`src/rtl/sram_ctrl_pkg.sv`:
```
package sram_ctrl_pkg;

  typedef enum logic [1:0] {ST_IDLE, ST_READ, ST_WRITE} cyc_state_e;

  function automatic int ns_to_cyc(int ns, int per);
    int c;
    c = (ns + per - 1) / per;
    return (c < 1) ? 1 : c;
  endfunction

  function automatic int imax(int a, int b);
    return (a > b) ? a : b;
  endfunction

  // grade 0: 55 ns set, grade 1: 70 ns set
  function automatic int rd_cycles(int grade, int per);
    return ns_to_cyc(grade != 0 ? 70 : 55, per);
  endfunction

  function automatic int we_low_cycles(int grade, int per);
    int pulse, aw, ds, wc;
    pulse = ns_to_cyc(grade != 0 ? 50 : 40, per);
    aw    = ns_to_cyc(grade != 0 ? 60 : 50, per);
    ds    = ns_to_cyc(grade != 0 ? 30 : 25, per);
    wc    = ns_to_cyc(grade != 0 ? 70 : 55, per) - 1;
    return imax(imax(pulse, aw), imax(ds, imax(wc, 1)));
  endfunction

  function automatic int float_cycles(int grade, int per);
    return ns_to_cyc(grade != 0 ? 25 : 20, per);
  endfunction

endpackage

```
`src/rtl/sram_seq_fsm.sv`:
```
module sram_seq_fsm
  import sram_ctrl_pkg::*;
#(
  parameter int RD_CYC = 6,
  parameter int WL_CYC = 5
) (
  input  logic       clk_i,
  input  logic       rst_ni,
  input  logic       start_i,
  input  logic       write_i,
  output cyc_state_e state_o,
  output logic       we_low_o,
  output logic       capture_o,
  output logic       finish_o
);
  localparam int MAXC  = (RD_CYC > WL_CYC) ? RD_CYC : WL_CYC;
  localparam int CNT_W = $clog2(MAXC + 1);

  cyc_state_e       state_q;
  logic [CNT_W-1:0] cnt_q;
  logic             rd_last, wr_last;

  assign rd_last   = (state_q == ST_READ)  && (cnt_q == CNT_W'(RD_CYC - 1));
  assign wr_last   = (state_q == ST_WRITE) && (cnt_q == CNT_W'(WL_CYC));
  assign capture_o = rd_last;
  assign finish_o  = rd_last || wr_last;
  assign we_low_o  = (state_q == ST_WRITE) && (cnt_q < CNT_W'(WL_CYC));
  assign state_o   = state_q;

  always_ff @(posedge clk_i or negedge rst_ni) begin
    if (!rst_ni) begin
      state_q <= ST_IDLE;
      cnt_q   <= '0;
    end else begin
      unique case (state_q)
        ST_IDLE: begin
          cnt_q <= '0;
          if (start_i) state_q <= write_i ? ST_WRITE : ST_READ;
        end
        default: begin
          if (finish_o) begin
            state_q <= ST_IDLE;
            cnt_q   <= '0;
          end else begin
            cnt_q <= cnt_q + 1'b1;
          end
        end
      endcase
    end
  end

  // an access never outlasts its count
  p_bounded_access_r2: assert property (@(posedge clk_i) disable iff (!rst_ni)
    (state_q != ST_IDLE) |-> (cnt_q <= CNT_W'(MAXC)));
  p_start_leaves_idle_r8: assert property (@(posedge clk_i) disable iff (!rst_ni)
    (state_q == ST_IDLE && start_i) |=> (state_q != ST_IDLE));

endmodule

```
`src/rtl/sram_turn_gap.sv`:
```
module sram_turn_gap #(
  parameter int TA_CYC = 2
) (
  input  logic clk_i,
  input  logic rst_ni,
  input  logic read_end_i,
  output logic busy_o
);
  generate
    if (TA_CYC > 1) begin : g_gap
      localparam int GW = $clog2(TA_CYC);
      logic [GW-1:0] gap_q;
      always_ff @(posedge clk_i or negedge rst_ni) begin
        if (!rst_ni)          gap_q <= '0;
        else if (read_end_i)  gap_q <= GW'(TA_CYC - 1);
        else if (gap_q != '0) gap_q <= gap_q - 1'b1;
      end
      assign busy_o = (gap_q != '0);

      p_gap_after_read_r6: assert property (@(posedge clk_i) disable iff (!rst_ni)
        read_end_i |=> busy_o);
    end else begin : g_nogap
      assign busy_o = 1'b0;
    end
  endgenerate

endmodule

```
`src/rtl/sram_cycle_ctrl.sv`:
```
module sram_cycle_ctrl
  import sram_ctrl_pkg::*;
#(
  parameter int CLK_PERIOD_NS = 10,
  parameter int SPEED_GRADE   = 0,
  parameter int ADDR_W        = 19,
  parameter int DATA_W        = 8
) (
  input  logic              clk_i,
  input  logic              rst_ni,
  input  logic              req_valid_i,
  output logic              req_ready_o,
  input  logic              req_write_i,
  input  logic [ADDR_W-1:0] req_addr_i,
  input  logic [DATA_W-1:0] req_wdata_i,
  output logic              rsp_done_o,
  output logic [DATA_W-1:0] rsp_rdata_o,
  output logic [ADDR_W-1:0] mem_addr_o,
  output logic              mem_ce_n_o,
  output logic              mem_ce_o,
  output logic              mem_oe_n_o,
  output logic              mem_we_n_o,
  output logic [DATA_W-1:0] mem_dq_o,
  output logic              mem_dq_oe_o,
  input  logic [DATA_W-1:0] mem_dq_i
);
  localparam int RD_CYC = rd_cycles(SPEED_GRADE, CLK_PERIOD_NS);
  localparam int WL_CYC = we_low_cycles(SPEED_GRADE, CLK_PERIOD_NS);
  localparam int TA_CYC = float_cycles(SPEED_GRADE, CLK_PERIOD_NS);

  cyc_state_e        state;
  logic              we_low, capture, finish, gap_busy, accept;
  logic [ADDR_W-1:0] addr_q;
  logic [DATA_W-1:0] wdata_q, rdata_q;
  logic              done_q;

  assign req_ready_o = (state == ST_IDLE) && !gap_busy;
  assign accept      = req_valid_i && req_ready_o;

  sram_seq_fsm #(.RD_CYC(RD_CYC), .WL_CYC(WL_CYC)) u_fsm (
    .clk_i     (clk_i),
    .rst_ni    (rst_ni),
    .start_i   (accept),
    .write_i   (req_write_i),
    .state_o   (state),
    .we_low_o  (we_low),
    .capture_o (capture),
    .finish_o  (finish)
  );

  sram_turn_gap #(.TA_CYC(TA_CYC)) u_gap (
    .clk_i      (clk_i),
    .rst_ni     (rst_ni),
    .read_end_i (capture),
    .busy_o     (gap_busy)
  );

  always_ff @(posedge clk_i or negedge rst_ni) begin
    if (!rst_ni) begin
      addr_q  <= '0;
      wdata_q <= '0;
      rdata_q <= '0;
      done_q  <= 1'b0;
    end else begin
      done_q <= finish;
      if (accept) begin
        addr_q  <= req_addr_i;
        wdata_q <= req_wdata_i;
      end
      if (capture) rdata_q <= mem_dq_i;
    end
  end

  assign mem_addr_o  = addr_q;
  assign mem_dq_o    = wdata_q;
  assign mem_ce_n_o  = (state == ST_IDLE);
  assign mem_ce_o    = (state != ST_IDLE);
  assign mem_oe_n_o  = (state != ST_READ);
  assign mem_we_n_o  = !we_low;
  assign mem_dq_oe_o = (state == ST_WRITE);
  assign rsp_done_o  = done_q;
  assign rsp_rdata_o = rdata_q;

  p_accept_selects_r8: assert property (@(posedge clk_i) disable iff (!rst_ni)
    accept |=> (!mem_ce_n_o && mem_ce_o));
  p_addr_held_r2: assert property (@(posedge clk_i) disable iff (!rst_ni)
    (!mem_ce_n_o && !$past(mem_ce_n_o)) |-> $stable(mem_addr_o));
  p_no_contention_r6: assert property (@(posedge clk_i) disable iff (!rst_ni)
    mem_dq_oe_o |-> mem_oe_n_o);
  p_capture_done_r3: assert property (@(posedge clk_i) disable iff (!rst_ni)
    capture |=> (rsp_done_o && !req_ready_o || rsp_done_o && TA_CYC == 1));
  p_we_rise_holds_r5: assert property (@(posedge clk_i) disable iff (!rst_ni)
    $rose(mem_we_n_o) |-> (mem_dq_oe_o && !mem_ce_n_o && $stable(mem_dq_o)));
  p_release_done_r5: assert property (@(posedge clk_i) disable iff (!rst_ni)
    $fell(mem_dq_oe_o) |-> (rsp_done_o && mem_ce_n_o));
  p_idle_standby_r1: assert property (@(posedge clk_i) disable iff (!rst_ni)
    rsp_done_o |-> (mem_ce_n_o && !mem_ce_o && mem_we_n_o));

endmodule

```
`config.mk`:
```
export PLATFORM = sky130hd
export DESIGN_NAME = sram_cycle_ctrl
export DESIGN_NICKNAME = d
export VERILOG_FILES = /design/src/rtl/sram_ctrl_pkg.sv /design/src/rtl/sram_seq_fsm.sv /design/src/rtl/sram_turn_gap.sv /design/src/rtl/sram_cycle_ctrl.sv
export SDC_FILE = /design/constraint.sdc
export NUM_CORES = 1
export LEC_CHECK = 0
export CORE_MARGIN = 4
export CORE_UTILIZATION = 40
export DETAILED_ROUTE_END_ITERATION = 6
export GPL_ROUTABILITY_DRIVEN = 0
export PLACE_DENSITY_LB_ADDON = 0.15
export SYNTH_ARGS = -nofsm -noshare
export SYNTH_HDL_FRONTEND = slang
export SYNTH_SLANG_ARGS = --single-unit
```
`constraint.sdc`:
```
create_clock -name clk_i -period 2 [get_ports clk_i]
set_input_delay 0.2 -clock clk_i [delete_from_list [all_inputs] [get_ports clk_i]]
set_output_delay 0.2 -clock clk_i [all_outputs]
set_load 0.02 [all_outputs]
```
# Yosys cells after proc, flatten, opt, wreduce, memory -nomap -nowiden
# Cells that the tools add are included.
[op_classes]
muxes = 8
n_reduce_logical = 12
n_eq_ne = 5
magnitude_cmp = 1
n_addsub = 2
[op_table]
columns = ["cell", "n"]
rows = [
  ["$mux 2", 4],
  ["$mux 3", 2],
  ["$logic_and 1x1->1", 5],
  ["$ne 2x1->1 const B", 2],
  ["$reduce_bool 2->1", 2],
  ["$add 3x1->3 const B", 1],
  ["$eq 3x3->1 const B", 1],
  ["$lt 3x3->1 const B", 1],
  ["$eq 2x1->1 const B", 1],
  ["$eq 2x2->1 const B", 1],
  ["$logic_not 1->1", 2],
  ["$logic_not 2->1", 1],
  ["$mux 1", 2],
  ["$reduce_and 2->1", 1],
  ["$logic_or 1x1->1", 1],
  ["$sub 1x1->1 const B", 1],
]
[word_totals]
out_inout_bits = 42
inputBits = 39
reg_bits = 42

# Logic depth before layout (Yosys ltp)
[depth]
depth_word = 5
ltp_mapped = 6
ltp_nobuf = 5

# By module
# Synthesis repeated with hierarchy kept, for this count alone.
[hier_totals]
cells_unflattened = 113
area_unflattened_um2 = 1778.0
[by_module_without_submodules]
columns = ["module", "area_per_inst_um2", "seq_area_each_um2", "n_inst", "cells_each"]
rows = [
  ["sram_cycle_ctrl", 1466.4, 900.9, 1, 82],
  ["sram_seq_fsm", 286.5, 125.1, 1, 30],
  ["sram_turn_gap", 25.0, 25.0, 1, 1],
]

# Worst setup path after synthesis
# OpenSTA, ideal clock, no wires.
[synth_path]
kind = "register -> output"
from = "register u_fsm.state_q[1] (netlist: u_fsm.state_o[1])"
to = "output port req_ready_o"
n_path_buf = 1
setup_slack_ps = 413
required_time_ps = 1800
path_stages_with_launch = 5
arrival_ps = 1387
path_cell_list = "dfrtp_1 -> buf_6 -> nor2_1 -> inv_1 -> nor2_1"
[synth_between]
elab_chain_len = 2
[synth_lines]
columns = ["element", "line_no", "rtl"]
rows = [
  ["from (decl)", "sram_seq_fsm.sv:19", "cyc_state_e state_q;"],
  ["from (signal assigned)", "sram_seq_fsm.sv:38", "if (start_i) state_q <= write_i ? ST_WRITE : ST_READ;"],
  ["$logic_not 2->1", "n/a", ""],
  ["named net mem_ce_n_o", "sram_cycle_ctrl.sv:19", "output logic mem_ce_n_o,"],
  ["$logic_and 1x1->1", "sram_cycle_ctrl.sv:37", "assign req_ready_o = (state == ST_IDLE) && !gap_busy;"],
  ["to (decl)", "sram_cycle_ctrl.sv:12", "output logic req_ready_o,"],
]
# The timed path passes the listed nets, and every way through them passes these cells.

# Final worst setup path
[layout_path]
from = "register u_fsm.state_q[1] (netlist: u_fsm.state_o[1])"
to = "output port mem_oe_n_o"
[layout_between]
elab_chain_len = 1
[layout_lines]
columns = ["element", "line_no", "rtl"]
rows = [
  ["$ne 2x1->1", "sram_cycle_ctrl.sv:78", "assign mem_oe_n_o = (state != ST_READ);"],
  ["to (decl)", "sram_cycle_ctrl.sv:21", "output logic mem_oe_n_o,"],
]
# No other way between the ends.

==> qor.csv <==
stage,metric,value,unit
worst_setup_path,critical path depth,2,
logic_synthesis,"area leader, netlist",dfrtp_1,
run,MaxCap Viol Count,0,
worst_setup_path,CP endpoint kind,output pin,
worst_setup_path,RR Endpoint,rsp_rdata_o[0],
cells_and_area,FILL cells,310,
timing,worst relative slew slack,0.405,
grt,GRT Total Usage,0.153,
logic_synthesis,syn avg cell area,14.9,µm²
drt,WL/cell,15.3,µm
clock_network,CTS tree,done,
power_and_ir_drop,Seq pwr share,0.461,
logic_synthesis,"top cells by area, synth","dfrtp_1, mux2_2, mux2_4",
drt,drt via density,4.74,
worst_setup_path,Required @ worst endpoint,1.80,ns
worst_setup_path,"Cell Chain, Critical Path",nand2b_1 > clkdlybuf4s50_1,
timing,Period minus WS final,1.87,ns
placed_design,Placed Cells,241,
grt,grt ovf,0,
worst_setup_path,reg2reg path depth,4,
logic_synthesis,total number of yosys warnings,0,
cells_and_area,post-route insts no fill,249,
timing,setup violators final,0,
worst_setup_path,RR Startpoint,u_fsm.cnt_q[0],
drt,"antenna viol nets, final",0,
worst_setup_path,critical path type,flip-flop to output pin,
logic_synthesis,"EDFF count, synth",0,
logic_synthesis,Post-Synthesis Cells,114,
drt,via count,1181,
logic_synthesis,sequential area share after synthesis,0.617,
grt,first-pass GRT wire length,6130,µm
timing,"Slew Viols, Final",0,
timing,slew at the pin closest to its max-slew limit,0.892,ns
drt,post-route DRC violation count,0,
clock_network,Clock H-tree levels,2,
placed_design,Placed Area,0.00254,mm²
grt,initial antenna violation count,0,
cells_and_area,layout cell share with drive strength beyond 1,0.211,
placed_design,dpl ws,0.284,ns
worst_setup_path,crit path launch,u_fsm.state_o[1],
power_and_ir_drop,Psw,0.392,mW
timing,final hold violations,0,
worst_setup_path,crit path buf inv count,1,
timing,final worst setup slack,0.128,ns
power_and_ir_drop,cell internal pwr,1.57,mW
worst_setup_path,CP max FO,9,
worst_setup_path,max incr delay on CP,0.64,ns
cells_and_area,fin nets,239,
logic_synthesis,top-count cell post-synth,dfrtp_1,
worst_setup_path,critical path's slowest cell,clkdlybuf4s50_1,
floorplanning,Core ar.,0.00406,mm²
clock_network,Post-CTS Setup Bufs,0,
timing,RSZ-0062 raised after global routing,no,
logic_synthesis,share of synthesized registers carrying an async set or reset,1.00,
timing,Setup Skew,0.00496,ns
worst_setup_path,CP Capture Point,mem_oe_n_o,
timing,Fmax,0.534,GHz
drt,initial DRC count,29,
cells_and_area,storage element area,0.00105,mm²
drt,Pre-Repair DR Iteration Count,3,
floorplanning,Rows,23,
clock_network,CTS buffer count,5,
floorplanning,Die ar.,0.00536,mm²
drt,final wirelength,3800,µm
clock_network,clk sinks,42,
floorplanning,I/O pin cnt,81,
power_and_ir_drop,combinational group share of total power,0.127,
worst_setup_path,crit-path leading delay family,buffers and inverters,
floorplanning,Die Wd,73.2,µm
run_status,status,finished clean,
grt,largest net degree at the start of global routing,43,
floorplanning,Die Span Y,73.2,µm
grt,vias in the first global route,1300,
power_and_ir_drop,Clk network pwr share,0.413,
timing,fin crit share,0.936,
floorplanning,Initial Util,0.420,
logic_synthesis,top_reg_cell synth,dfrtp_1,
power_and_ir_drop,pwr/cell area,729,mW/mm²
cells_and_area,footprint of the multi-input gates,598,µm²
logic_synthesis,synthesized area,0.00170,mm²
clock_network,"CTS clk-pin slew, worst paths",0.08,ns
power_and_ir_drop,switching fraction of total power,0.200,
logic_synthesis,share of the synthesized area in the top cell type,0.617,
cells_and_area,post-layout util,0.662,
placed_design,Port Buffers,80,
cells_and_area,layout overhead on the synthesized area,57.8,%
worst_setup_path,Startpoint Class,flip-flop,
power_and_ir_drop,Peak supply drop,463,µV
hold_path,HP Class,primary input to asynchronous set/reset pin,
worst_setup_path,Crit path arrival time,1.67,ns
logic_synthesis,Synthesized Nets,155,
worst_setup_path,reg2reg setup slack,0.27,ns
timing,Setup TNS,0,ns
logic_synthesis,Synth cell types,19,
logic_synthesis,"top cells by count, synth","dfrtp_1, mux2_2, mux2_1, mux2_4",
placed_design,DP Wirelength,2950,µm
clock_network,clock tree root driver cell,clkbuf_8,
power_and_ir_drop,Static Leak,1.22,nW
timing,hold_ws,0.0385,ns
logic_synthesis,"FF+latch count, synth",42,
cells_and_area,design area,0.00269,mm²
cells_and_area,n_diodes,0,
clock_network,Bufs on Longest Clock Path,2,
clock_network,Clock Latency Late Sink,0.29,ns
power_and_ir_drop,Tot Pwr,1.96,mW
==> metal layers <==
layer / up-vias / track usage / wire, µm
met4: 0 / 0.0512 / 73
met2: 50 / 0.266 / 1900
met3: 8 / 0.0579 / 376
met1: 573 / 0.169 / 1450
met5: - / 0 / 0
li1: 550 / - / -
==> logic make-up after synthesis <==
kind of cell	synth area share
DFF	0.617
muxes	0.249
and+or+nand+nor	0.0551
buffers and inverters	0.0382
AOI/OAI and AO/OA	0.0257
adders and majority gates	0.0147
==> cells in the final DEF, fill, tap and decap left out, drive strengths merged <==
cell type and n:
a21oi 3, bufinv 2, dfrtp 42, o21ai 4
clkbuf 6, nand3b 1, a31o 1, buf 3
nand2 5, or2 1, nor2 4, dlymetal6s2s 1
nor4b 1, inv 5, ha 2, mux2 35
nand2b 5, clkdlybuf4s50 78
==> power groups by stage <==
stage / combinational [mW] / clock (mW) / sequential [mW]
4_1_cts: 0.253 / 0.831 / 0.903
5_1_grt: 0.265 / 0.870 / 0.907
3_3_place_gp: 0.247 / 0 / 0.918
3_5_place_dp: 0.252 / 0 / 0.920
2_1_floorplan: 0.0343 / 0 / 0.964
6_report: 0.248 / 0.809 / 0.903
==> timing repair <==
item | in CTS | in global routing
hold buffers | 0 | 0
setup endpoints to repair | 0 | 1
gates resized for setup | 0 | 3
==> layout make-up <==
class / instances / area share
flip-flops and latches: 42 / 0.392
repair buffers: 82 / 0.303
multi-input cells: 62 / 0.223
clock buffers: 6 / 0.0307
well taps: 50 / 0.0233
clock inverters: 2 / 0.0223
inverters: 5 / 0.00698
==> worst min path at each step <==
stage | start | slack (ns) | end
after floorplan | rst_ni | -0.1 | mem_addr_o[0]
after global placement | rst_ni | 0.36 | mem_dq_o[1]
after detailed placement | rst_ni | 0.38 | mem_dq_o[1]
after CTS | rst_ni | 0.06 | mem_dq_o[0]
after global routing | rst_ni | 0.11 | mem_addr_o[2]
final | rst_ni | 0.04 | mem_dq_o[5]
==> flip-flops by register name (all words and copies together) (netlist names) <==
name           cells
rsp_rdata_o        8
u_fsm.state_o      2
rsp_done_o         1
u_gap.busy_o       1
u_fsm.cnt_q        3
mem_dq_o           8
mem_addr_o        19
==> worst register-to-register path, delay by kind of cell (launching register included) <==
family                   cells  cell delay, ns
multiplexers                 1            0.35
AND/OR/NAND/NOR              2            0.59
flip-flops                   1            0.42
adder cells (fa/ha/maj)      1            0.25
No activity file was read; power rests on OpenSTA's default activity.
